[config.mk]
export PLATFORM = sky130hd
export DESIGN_NAME = rdiv_top
export DESIGN_NICKNAME = d
export VERILOG_FILES = /design/src/rtl/rdiv_pkg.sv /design/src/rtl/rdiv_ctrl.sv /design/src/rtl/rdiv_step.sv /design/src/rtl/rdiv_top.sv
export SDC_FILE = /design/constraint.sdc
export NUM_CORES = 1
export LEC_CHECK = 0
export ABC_AREA = 1
export ABC_CLOCK_PERIOD_IN_PS = 3400
export BUFFER_PORTS_ARGS = -buffer_cell sky130_fd_sc_hd__buf_2
export CAP_MARGIN = 5
export CORE_ASPECT_RATIO = 1.5
export CORE_MARGIN = 4
export CORE_UTILIZATION = 57
export CTS_BUF_LIST = sky130_fd_sc_hd__clkbuf_16
export DETAILED_ROUTE_END_ITERATION = 16
export PLACE_DENSITY = 0.85
export SYNTH_ARGS = -nofsm -noshare
export SYNTH_HDL_FRONTEND = slang
export SYNTH_HIERARCHICAL = 1
export SYNTH_SLANG_ARGS = --single-unit
export TNS_END_PERCENT = 50
[constraint.sdc]
create_clock -name clk -period 3.4 [get_ports clk]
set_clock_uncertainty 0.1 [all_clocks]
set_input_delay 0.68 -clock clk [delete_from_list [all_inputs] [get_ports clk]]
set_output_delay 0.68 -clock clk [all_outputs]
set_load 0.01 [all_outputs]
[src/rtl/rdiv_pkg.sv]
package rdiv_pkg;
  typedef enum logic {
    ST_IDLE = 1'b0,
    ST_RUN  = 1'b1
  } rdiv_state_e;
endpackage

[src/rtl/rdiv_ctrl.sv]
module rdiv_ctrl
  import rdiv_pkg::*;
#(
  parameter int N = 32
) (
  input  logic clk,
  input  logic rst,
  input  logic i_start,
  output logic o_load,
  output logic o_step,
  output logic o_last
);
  localparam int STEPS = N + 1;
  localparam int CW    = $clog2(STEPS + 1);

  rdiv_state_e    state_q;
  logic [CW-1:0]  cnt_q;

  assign o_load = (state_q == ST_IDLE) && i_start;
  assign o_step = (state_q == ST_RUN);
  assign o_last = o_step && (cnt_q == CW'(STEPS - 1));

  always_ff @(posedge clk) begin
    if (rst) begin
      state_q <= ST_IDLE;
      cnt_q   <= '0;
    end else if (o_load) begin
      state_q <= ST_RUN;
      cnt_q   <= '0;
    end else if (o_step) begin
      if (o_last) begin
        state_q <= ST_IDLE;
        cnt_q   <= '0;
      end else begin
        cnt_q <= cnt_q + 1'b1;
      end
    end
  end

  // the step counter never runs past the final iteration
  p_cnt_bound_r4: assert property (@(posedge clk) disable iff (rst)
    (state_q == ST_RUN) |-> (cnt_q <= CW'(STEPS - 1)));

  // a run that is not on its last step stays running whatever start does
  p_run_continues_r6: assert property (@(posedge clk) disable iff (rst)
    (o_step && !o_last) |=> (state_q == ST_RUN));

  // the last step always returns the controller to idle
  p_last_to_idle_r4: assert property (@(posedge clk) disable iff (rst)
    o_last |=> (state_q == ST_IDLE));
endmodule

[src/rtl/rdiv_step.sv]
module rdiv_step #(
  parameter int N = 32
) (
  input  logic [2*N-1:0] i_rem,
  input  logic [2*N-1:0] i_div,
  output logic [2*N-1:0] o_rem,
  output logic           o_qbit
);
  localparam int W = 2 * N;

  logic [W:0] trial;

  always_comb begin
    trial  = {1'b0, i_rem} - {1'b0, i_div};
    o_qbit = ~trial[W];
    o_rem  = o_qbit ? trial[W-1:0] : i_rem;
  end
endmodule

[src/rtl/rdiv_top.sv]
module rdiv_top
  import rdiv_pkg::*;
#(
  parameter int N = 32
) (
  input  logic         clk,
  input  logic         rst,
  input  logic         i_start,
  input  logic [N-1:0] i_dividend,
  input  logic [N-1:0] i_divisor,
  output logic         o_done,
  output logic [N-1:0] o_quotient,
  output logic [N-1:0] o_remainder,
  output logic         o_div_by_zero
);
  localparam int W = 2 * N;

  logic          load, step, last;
  logic [W-1:0]  rem_q, div_q, rem_nx;
  logic [N-1:0]  quo_q, quo_nx;
  logic          qbit, dbz_q;

  rdiv_ctrl #(.N(N)) u_ctrl (
    .clk    (clk),
    .rst    (rst),
    .i_start(i_start),
    .o_load (load),
    .o_step (step),
    .o_last (last)
  );

  rdiv_step #(.N(N)) u_step (
    .i_rem (rem_q),
    .i_div (div_q),
    .o_rem (rem_nx),
    .o_qbit(qbit)
  );

  assign quo_nx = {quo_q[N-2:0], qbit};

  always_ff @(posedge clk) begin
    if (rst) begin
      rem_q <= '0;
      div_q <= '0;
      quo_q <= '0;
      dbz_q <= 1'b0;
    end else if (load) begin
      rem_q <= {{N{1'b0}}, i_dividend};
      div_q <= {i_divisor, {N{1'b0}}};
      quo_q <= '0;
      dbz_q <= (i_divisor == '0);
    end else if (step) begin
      rem_q <= rem_nx;
      quo_q <= quo_nx;
      div_q <= div_q >> 1;
    end
  end

  always_ff @(posedge clk) begin
    if (rst) begin
      o_done        <= 1'b0;
      o_quotient    <= '0;
      o_remainder   <= '0;
      o_div_by_zero <= 1'b0;
    end else begin
      o_done <= last;
      if (last) begin
        o_quotient    <= dbz_q ? {N{1'b1}} : quo_nx;
        o_remainder   <= rem_nx[N-1:0];
        o_div_by_zero <= dbz_q;
      end
    end
  end

  // completion is a single-cycle pulse
  p_done_single_r4: assert property (@(posedge clk) disable iff (rst)
    o_done |=> !o_done);

  // results move only together with done
  p_out_hold_r5: assert property (@(posedge clk) disable iff (rst)
    !last |=> ($stable(o_quotient) && $stable(o_remainder) && $stable(o_div_by_zero)));

  // a zero-divisor completion reports an all-ones quotient
  p_dbz_quot_r7: assert property (@(posedge clk) disable iff (rst)
    (o_done && o_div_by_zero) |-> (&o_quotient));

  // a failed trial leaves the working remainder untouched
  p_restore_r3: assert property (@(posedge clk) disable iff (rst)
    (step && !qbit) |=> (rem_q == $past(rem_q)));

  // the working remainder never grows during a run
  p_rem_shrinks_r3: assert property (@(posedge clk) disable iff (rst)
    step |=> (rem_q <= $past(rem_q)));
endmodule

==> flow_metrics.env, run 1 <==
export IMPL_outcome="finished, final reports clean"
export IMPL_rr_worst_depth=22
export IMPL_crit_path_frequent_cell="nand2_2"
export IMPL_worst_pin_slew_ps=833
export IMPL_final_cells=3126
export IMPL_cts_made_buffers=24
export IMPL_drt_initial_drc_count=1200
export IMPL_ys_seq_area_frac=0.296
export IMPL_crit_chain="inv_1, ha_1, fa_1, inv_1, nand3_1, nand2_2, nand2_2, nand2_4, nand2_2, nand2_2, nand2_1, nand2_2, nand2_2, nand2_4, inv_2, buf_12, nand2_1, nand2_1, nand2_1, a21oi_1, a21oi_1, nor2_1"
export IMPL_cts_resized=0
export IMPL_r2r_start="rem_q[0]$_SDFFE_PP0P_"
export IMPL_cts_tree="yes"
export IMPL_clk_latency_ps=550
export IMPL_h_tree_depth=1
export IMPL_slew_headroom=0.445
export IMPL_cp_end_kind="flip-flop"
export IMPL_fin_crit_sh=0.927
export IMPL_whs_path_depth=3
export IMPL_grt_first_pass_wirelength_mm=82.9
export IMPL_setup_tns_ps=0
export IMPL_grt_max_degree=111
export IMPL_die_w_um=144
export IMPL_hpwl_mm=40.2
export IMPL_powerDensity_nw_per_um2=452
export IMPL_syn_nets=2825
export IMPL_grt_antenna_before_repair=1
export IMPL_setup_viol=0
export IMPL_reg2reg_setup_slack_ps=250
export IMPL_max_cap_violations=0
export IMPL_cts_hold_buf=0
export IMPL_cts_sinks=233
export IMPL_ant_nets=0
export IMPL_crit_type="flip-flop to flip-flop"
export IMPL_avgSynthCellArea_um2=5.85
export IMPL_fmax_mhz=317
export IMPL_portBuffers=132
export IMPL_min_from="i_start"
export IMPL_grt_pass1_vias=16200
export IMPL_initial_core_util=0.579
export IMPL_vdd_drop_max_uv=464
export IMPL_grt_overflow_total=0
export IMPL_cpPeakStageDelay_ps=440
export IMPL_drc=0
export IMPL_rsz0062_at_grt="no"
export IMPL_viasPerCell=5.42
export IMPL_fp_dieH_um=212
export IMPL_gp_congestion=1.11
export IMPL_ys_seq_elements=233
export IMPL_reg2reg_to="rem_q[21]$_SDFFE_PP0P_"
export IMPL_ios=133
export IMPL_coreArea_um2=27200
export IMPL_crit_path_start_kind="flip-flop"
export IMPL_fin_crit_ps=3150
export IMPL_hold_class="input port to flip-flop"
export IMPL_cp_data_arrival_time_ps=3470
export IMPL_finalNetCount=2901
export IMPL_wire_per_inst_um=17.4
export IMPL_crit_path_top_delay_cell="fa_1"
export IMPL_dieArea_um2=30400
export IMPL_finalMaxSlewViolations=0
export IMPL_post_place_cells=3082
export IMPL_cp_required_ps=3710
export IMPL_drive_above_1_share=0.0823
export IMPL_num_vias=16900
export IMPL_clockRootBuffer="clkbuf_16"
export IMPL_hold_violations=0
export IMPL_cts_buffer_depth=3
export IMPL_routed_wl_mm=54.3
export IMPL_grt_use_total=0.345
export IMPL_min_to="u_ctrl/o_step$_SDFF_PP0_"
export IMPL_cts_setup_buffers=0
export IMPL_final_common_cell="nand2_1"
export IMPL_mostFrequentLayoutCells="1,022 x nand2_1, 465 x inv_1, 232 x dfxtp_1"
export IMPL_syn_to_final_growth_pct=10.3
export IMPL_synthCells=2691
export IMPL_synth_warnings=6
export IMPL_clk_pin_slew_ps=70
export IMPL_drtPass1Iterations=5
export IMPL_crit_fanout=62
export IMPL_synth_cell_types=39
export IMPL_cellLeakagePower_uw=0.00917
export IMPL_rows=74
export IMPL_syn_area_um2=15800
==> layout make-up <==
class                      count  area (µm²)
multi-input combinational   1883        8830
tap                          342         428
fill                        2703        9850
timing repair buffer         148         856
inverter                     477        1790
antenna                        1        2.50
clock buffer                  24         601
sequential                   233        4670
clock inverter                18         201
==> logic make-up after synthesis <==
logic type / synth area share
xor gates and xnor gates: 0.0178
AOI/OAI and AO/OA: 0.117
and+or+nand+nor: 0.372
DFF: 0.296
adders and majority gates: 0.0537
buffers and inverters: 0.144
==> power breakdown <==
group	internal, µW	switching (µW)	total [µW]
clock network	1590	1150	2740
registers	2820	71.4	2890
logic	618	1600	2220
==> flip-flops by register name, summed over array words and instances (netlist names) <==
signal         flops
o_div_by_zero      1
o_quotient        32
u_ctrl/o_step      1
o_done             1
u_ctrl/cnt_q       6
o_remainder       32
dbz_q              1
rem_q             64
quo_q             31
div_q             64
==> critical path, delay by kind of cell (launching register included) <==
| family | cells | cell delay (ps) |
|---|---|---|
| buffers and inverters | 4 | 410 |
| AO/OA/AOI/OAI | 2 | 270 |
| flip-flops | 1 | 330 |
| adder cells (fa/ha/maj) | 2 | 660 |
| AND/OR/NAND/NOR | 14 | 1200 |
==> stage by stage <==
stage / utilization / hold slack [ps] / instance area [µm²] / setup slack [ps] / power, µW
finish: 0.638 / 309 / 17400 / 249 / 7850
global route: 0.638 / 310 / 17400 / 46.6 / 8220
CTS: 0.637 / 300 / 17300 / 249 / 7820
detailed placement: 0.608 / 356 / 16500 / 316 / 5090
global placement: 0.608 / 349 / 16500 / 414 / 5070
floorplan: - / 340 / 15800 / 842 / 4460
==> cells in the mapped netlist <==
| cell | count | area, µm² |
|---|---|---|
| nand2_1 | 1023 | 3840 |
| inv_1 | 462 | 1730 |
| dfxtp_1 | 233 | 4660 |
| nor2_1 | 232 | 871 |
| a21oi_1 | 159 | 796 |
| o21ai_0 | 99 | 495 |
| nand3_1 | 86 | 430 |
| ha_1 | 66 | 826 |
| nor3_1 | 65 | 325 |
| buf_2 | 52 | 260 |
| clkbuf_1 | 33 | 124 |
| xor2_1 | 31 | 272 |
| a221oi_1 | 28 | 245 |
| a211oi_1 | 18 | 135 |
| o211ai_1 | 16 | 120 |
| inv_2 | 14 | 52.6 |
| nand4_1 | 12 | 75.1 |
| nor2_2 | 9 | 56.3 |
| nand3_2 | 8 | 80.1 |
| nand3b_1 | 8 | 60.1 |
| nand2_2 | 7 | 43.8 |
| buf_1 | 5 | 18.8 |
| buf_4 | 4 | 30.0 |
| buf_6 | 3 | 33.8 |
| a21oi_2 | 2 | 17.5 |
| nand2_4 | 2 | 22.5 |
| nor4_1 | 2 | 12.5 |
| a21o_1 | 1 | 7.51 |
| a31oi_1 | 1 | 6.26 |
| and2_1 | 1 | 6.26 |
| buf_8 | 1 | 15.0 |
| clkinv_1 | 1 | 3.75 |
| fa_1 | 1 | 20.0 |
| nor2_4 | 1 | 11.3 |
| nor3_2 | 1 | 10.0 |
| nor3b_1 | 1 | 7.51 |
| o21ai_1 | 1 | 5.00 |
| o21bai_1 | 1 | 7.51 |
| xnor2_1 | 1 | 8.76 |
==> worst max path at each step <==
stage,from,end,slack [ps],cells past startpoint
6_report,rem_q[0]$_SDFFE_PP0P_,rem_q[21]$_SDFFE_PP0P_,250,22
5_1_grt,div_q[10]$_SDFFE_PP0P_,rem_q[21]$_SDFFE_PP0P_,50,20
4_1_cts,rem_q[0]$_SDFFE_PP0P_,rem_q[21]$_SDFFE_PP0P_,250,21
3_5_place_dp,rem_q[0]$_SDFFE_PP0P_,rem_q[5]$_SDFFE_PP0P_,320,21
3_3_place_gp,rem_q[0]$_SDFFE_PP0P_,rem_q[12]$_SDFFE_PP0P_,410,21
2_1_floorplan,rem_q[0]$_SDFFE_PP0P_,rem_q[25]$_SDFFE_PP0P_,840,22
==> layer usage <==
layer	vias up	track usage	routed length (µm)
met3	197	0.0445	3090
met4	0	0.219	4030
met1	7676	0.374	19700
li1	8434	-	-
met5	-	0	0
met2	625	0.624	27500
No activity file was read; power rests on OpenSTA's default activity.
==> run 2, diff against run 1 <==
--- a/config.mk
+++ b/config.mk
@@ -7,14 +7,14 @@
 export LEC_CHECK = 0
 export ABC_AREA = 1
 export ABC_CLOCK_PERIOD_IN_PS = 3400
-export BUFFER_PORTS_ARGS = -buffer_cell sky130_fd_sc_hd__buf_2
 export CAP_MARGIN = 5
 export CORE_ASPECT_RATIO = 1.5
 export CORE_MARGIN = 4
 export CORE_UTILIZATION = 57
 export CTS_BUF_LIST = sky130_fd_sc_hd__clkbuf_16
 export DETAILED_ROUTE_END_ITERATION = 16
-export PLACE_DENSITY = 0.85
+export DONT_BUFFER_PORTS = 1
+export PLACE_DENSITY = 0.8
 export SYNTH_ARGS = -nofsm -noshare
 export SYNTH_HDL_FRONTEND = slang
 export SYNTH_HIERARCHICAL = 1
==> flow_metrics.env, run 2 (synthesis results as in run 1) <==
export IMPL_outcome="finished, final reports clean"
export IMPL_hpwl_mm=43.3
export IMPL_viasPerCell=5.50
export IMPL_worst_pin_slew_ps=709
export IMPL_rows=74
export IMPL_grt_first_pass_wirelength_mm=85.7
export IMPL_wire_per_inst_um=18.6
export IMPL_fillCellCount=2699
export IMPL_cp_required_ps=3800
export IMPL_cts_sinks=233
export IMPL_drive_above_1_share=0.0439
export IMPL_cts_buffer_depth=3
export IMPL_clk_latency_ps=570
export IMPL_gp_congestion=1.04
export IMPL_fmax_mhz=308
export IMPL_reg_top3="div_q x64, rem_q x64"
export IMPL_grt_use_total=0.361
export IMPL_cp_num_buf_inv=3
export IMPL_crit_type="flip-flop to flip-flop"
export IMPL_grt_pass1_vias=16100
export IMPL_coreArea_um2=27200
export IMPL_finalNetCount=2783
export IMPL_portBuffers=0
export IMPL_vdd_drop_max_uv=477
export IMPL_crit_path_frequent_cell="nand2_2"
export IMPL_clockRootBuffer="clkbuf_16"
export IMPL_crit_fanout=15
export IMPL_swShare=0.364
export IMPL_fp_dieH_um=212
export IMPL_slew_headroom=0.528
export IMPL_setup_tns_ps=0
export IMPL_cts_made_buffers=23
export IMPL_p_clk_frac=0.356
export IMPL_cp_data_arrival_time_ps=3650
export IMPL_ios=133
export IMPL_rsz0062_at_grt="no"
export IMPL_initial_core_util=0.579
export IMPL_syn_to_final_growth_pct=6.78
export IMPL_combPwrFrac=0.280
export IMPL_cp_end_kind="flip-flop"
export IMPL_crit_path_top_delay_cell="fa_1"
export IMPL_fin_ws_ps=151
export IMPL_cts_resized=0
export IMPL_drtPass1Iterations=6
export IMPL_hold_violations=0
export IMPL_drc=0
export IMPL_cts_tree="yes"
export IMPL_p_int_uw=5050
export IMPL_crit_chain="inv_1, ha_1, fa_1, inv_1, nand3_1, nand2_2, nand2_2, nand2_4, nand2_2, nand2_2, nand2_1, nand2_2, nand2_2, nand2_4, buf_4, nand3_1, nand2_1, nand2_1, a21oi_1"
export IMPL_fin_crit_sh=0.955
export IMPL_fin_crit_ps=3250
export IMPL_diodes=0
export IMPL_drt_initial_drc_count=1126
export IMPL_utilization=0.618
export IMPL_critical_path_top_delay_family="simple AND/OR/NAND/NOR gates"
export IMPL_place_ws_ps=139
export IMPL_setup_viol=0
export IMPL_die_w_um=144
export IMPL_hold_class="input port to flip-flop"
export IMPL_grt_max_degree=63
export IMPL_dieArea_um2=30400
export IMPL_grt_antenna_before_repair=3
export IMPL_cpPeakStageDelay_ps=430
export IMPL_crit_path_start_kind="flip-flop"
export IMPL_finalMaxSlewViolations=0
export IMPL_ant_nets=0
export IMPL_cts_setup_buffers=0
export IMPL_p_sw_uw=2890
export IMPL_max_cap_violations=0
export IMPL_grt_overflow_total=0
export IMPL_clk_pin_slew_ps=70
export IMPL_cellLeakagePower_uw=0.00860
export IMPL_mostFrequentLayoutCells="1,022 x nand2_1, 462 x inv_1, 232 x dfxtp_1"
export IMPL_powerDensity_nw_per_um2=472
export IMPL_h_tree_depth=1
export IMPL_routed_wl_mm=55.8
export IMPL_num_vias=16500
export IMPL_seq_power_share=0.364
export IMPL_final_common_cell="nand2_1"
export IMPL_cts_hold_buf=0
==> run 2: cell count changes in the layout (fill, tap and decap cells not counted), sizes merged <==
cell,before,now
buf,147,31
clkbuf,25,23
bufinv,4,5
clkinvlp,4,3
diode,1,0
inv,479,478
==> run 2: power by group through the flow <==
stage	logic, µW	registers, µW	clock network (µW)
after floorplan	1540	2920	0
after global placement	2160	2950	0
after detailed placement	2170	2950	0
after CTS	2190	2890	2860
after global routing	2450	2900	2960
final	2220	2890	2820
==> run 2: final timing paths <==
check                             start                      to  slack [ps]  depth (start not counted)
setup / recovery  rem_q[0]$_SDFFE_PP0P_  rem_q[51]$_SDFFE_PP0P_         150                         19
hold / removal                      rst  rem_q[29]$_SDFFE_PP0P_          90                          1
setup reg to reg  rem_q[0]$_SDFFE_PP0P_  rem_q[51]$_SDFFE_PP0P_         150                         19
hold reg to reg   div_q[0]$_SDFFE_PP0P_   div_q[0]$_SDFFE_PP0P_         370                          2
==> run 2: routing by layer <==
metal | global-route usage | vias up | share of wire
met5 | 0 | - | 0.00038
met4 | 0.237 | 4 | 0.080
met3 | 0.0468 | 212 | 0.056
met2 | 0.667 | 603 | 0.51
met1 | 0.374 | 7540 | 0.35
li1 | - | 8177 | -
==> run 2: final cells by class <==
class | count | area [µm²] | share of cell area
clock buffer | 23 | 576 | 0.0342
tap | 342 | 428 | 0.0254
sequential | 233 | 4670 | 0.278
timing repair buffer | 31 | 283 | 0.0168
clock inverter | 17 | 236 | 0.0141
multi-input combinational | 1883 | 8840 | 0.525
inverter | 477 | 1790 | 0.106
==> run 2: through the flow <==
| step | std cells | hold WS [ps] | cell area, µm² | power, µW |
|---|---|---|---|---|
| floorplan | 2691 | 340 | 15800 | 4460 |
| global placement | 2966 | 358 | 16000 | 5100 |
| detailed placement | 2966 | 358 | 16000 | 5120 |
| CTS | 3006 | 72.0 | 16800 | 7930 |
| global route | 3006 | 77.4 | 16800 | 8310 |
| finish | 3006 | 91.8 | 16800 | 7940 |
==> run 2: worst register-to-register path: cells and delay by family, from the launching register on <==
| kind | cells | cell delay, ps |
|---|---|---|
| AND/OR/NAND/NOR | 13 | 1450 |
| adder cells (fa/ha/maj) | 2 | 660 |
| AO/OA/AOI/OAI | 1 | 170 |
| buffers and inverters | 3 | 480 |
| flip-flops | 1 | 330 |
==> run 3, diff against run 2 <==
--- a/config.mk
+++ b/config.mk
@@ -7,9 +7,7 @@
 export LEC_CHECK = 0
 export ABC_AREA = 1
 export ABC_CLOCK_PERIOD_IN_PS = 3400
-export CAP_MARGIN = 5
 export CORE_ASPECT_RATIO = 1.5
-export CORE_MARGIN = 4
 export CORE_UTILIZATION = 57
 export CTS_BUF_LIST = sky130_fd_sc_hd__clkbuf_16
 export DETAILED_ROUTE_END_ITERATION = 16
==> flow_metrics.env, run 3 (synthesis results as in run 1) <==
export IMPL_outcome="finished, final reports clean"
export IMPL_r2r_start="rem_q[0]$_SDFFE_PP0P_"
export IMPL_drtPass1Iterations=7
export IMPL_fp_dieH_um=206
export IMPL_hpwl_mm=41.6
export IMPL_fin_crit_ps=3190
export IMPL_ios=133
export IMPL_final_common_cell="nand2_1"
export IMPL_drt_initial_drc_count=1150
export IMPL_grt_use_total=0.392
export IMPL_fin_crit_sh=0.937
export IMPL_min_to="rem_q[28]$_SDFFE_PP0P_"
export IMPL_hold_class="input port to flip-flop"
export IMPL_grt_max_degree=99
export IMPL_dieArea_um2=28300
export IMPL_utilization=0.612
export IMPL_portBuffers=0
export IMPL_crit_chain="inv_1, ha_1, fa_1, inv_1, nand3_1, nand2_2, nand2_2, nand2_4, nand2_2, nand2_2, nand2_1, nand2_2, nand2_2, nand2_4, buf_12, nand2_1, nand2_1, nand2_1, a21oi_1, a21oi_1, nor2_1"
export IMPL_crit_path_top_delay_cell="fa_1"
export IMPL_clockRootBuffer="clkbuf_16"
export IMPL_h_tree_depth=1
export IMPL_reg2reg_to="rem_q[25]$_SDFFE_PP0P_"
export IMPL_whs_path_depth=1
export IMPL_cellLeakagePower_uw=0.00854
export IMPL_crit_path_frequent_cell="nand2_2"
export IMPL_mostFrequentLayoutCells="1,021 x nand2_1, 466 x inv_1, 232 x dfxtp_1"
export IMPL_post_dp_cell_area_um2=16000
export IMPL_viasPerCell=5.46
export IMPL_min_from="rst"
export IMPL_rr_worst_depth=21
export IMPL_ant_nets=0
export IMPL_hold_violations=0
export IMPL_initial_core_util=0.579
export IMPL_crit_path_start_kind="flip-flop"
export IMPL_slew_headroom=0.429
export IMPL_cpPeakStageDelay_ps=430
export IMPL_coreArea_um2=27200
export IMPL_worst_pin_slew_ps=856
export IMPL_grt_antenna_before_repair=1
export IMPL_finalNetCount=2776
export IMPL_cp_required_ps=3770
export IMPL_cp_data_arrival_time_ps=3560
export IMPL_crit_start="rem_q[0]$_SDFFE_PP0P_"
export IMPL_grt_first_pass_wirelength_mm=83.2
export IMPL_clk_pin_slew_ps=60
export IMPL_fin_hold_ws_ps=84.9
export IMPL_rsz0062_at_grt="no"
export IMPL_setup_viol=0
export IMPL_crit_fanout=48
export IMPL_grt_pass1_vias=15700
export IMPL_gp_congestion=1.03
export IMPL_rows=74
export IMPL_die_w_um=138
export IMPL_grt_overflow_total=0
export IMPL_cp_end_kind="flip-flop"
export IMPL_num_vias=16400
export IMPL_syn_to_final_growth_pct=5.82
export IMPL_finalMaxSlewViolations=0
export IMPL_setup_tns_ps=0
export IMPL_cts_sinks=233
export IMPL_drive_above_1_share=0.0391
export IMPL_crit_type="flip-flop to flip-flop"
export IMPL_cts_buffer_depth=3
export IMPL_routed_wl_mm=55.0
export IMPL_clk_latency_ps=580
export IMPL_wire_per_inst_um=18.3
export IMPL_vdd_drop_max_uv=510
export IMPL_cts_tree="yes"
export IMPL_power_uw=7550
export IMPL_fmax_mhz=314
export IMPL_reg_top3="div_q x64, rem_q x64"
export IMPL_max_cap_violations=0
export IMPL_stdcell_area_um2=16700
export IMPL_cts_made_buffers=23
export IMPL_drc=0
export IMPL_powerDensity_nw_per_um2=453
export IMPL_reg2reg_setup_slack_ps=210
## run 3: changes by cell type in the layout (fill, tap and decap cells not counted), sizes merged
cell,delta
buf,-7
inv,+3
clkinvlp,+1
diode,+1
clkinv,+1
bufinv,-4
## run 3: worst max-delay path: cells and delay by family, from the launching register on
| kind | cells | cell delay (ps) |
|---|---|---|
| compound gates | 2 | 260 |
| fa+ha+maj | 2 | 650 |
| buf+inv | 3 | 450 |
| flops | 1 | 330 |
| simple gates | 14 | 1320 |
## run 3: how the worst max path moves through the flow
stage | depth (start not counted) | slack (ps) | to
floorplan | 22 | 840 | rem_q[25]$_SDFFE_PP0P_
global placement | 21 | 380 | rem_q[19]$_SDFFE_PP0P_
detailed placement | 21 | 320 | rem_q[21]$_SDFFE_PP0P_
CTS | 21 | 260 | rem_q[25]$_SDFFE_PP0P_
global route | 21 | 4 | rem_q[21]$_SDFFE_PP0P_
finish | 21 | 210 | rem_q[25]$_SDFFE_PP0P_
## run 3: cell type report
class                   count  area [µm²]
diodes                      1        2.50
clock buffers              23         576
clock inverters            18         129
fillers                  2740       10600
inverters                 477        1790
multi-input cells        1883        8830
flip-flops and latches    233        4670
well taps                 342         428
repair buffers             24         243
## run 3: where the power goes
group	internal, µW	switching [µW]	total, µW
combinational	598	1600	2200
sequential	2820	70.0	2890
clock	1320	1150	2470
## run 3: layer usage
| layer | vias to the layer above | share of wire | wire length, µm | global-route usage |
|---|---|---|---|---|
| li1 | 8167 | - | - | - |
| met1 | 7369 | 0.36 | 19700 | 0.403 |
| met2 | 622 | 0.48 | 26400 | 0.680 |
| met3 | 216 | 0.067 | 3710 | 0.0769 |
| met4 | 0 | 0.095 | 5210 | 0.318 |
| met5 | - | 0 | 0 | 0 |
## run 3: what timing repair did
item	CTS	global route
hold buffers	0	0
buffers inserted	0	0
resized for setup	0	1
setup endpoints to repair	0	1
## run 3: metrics by stage
stage	instances	setup slack [ps]
CTS	3000	261
detailed placement	2959	322
global route	3001	4.45
floorplan	2691	842
global placement	2959	382
finish	3001	213
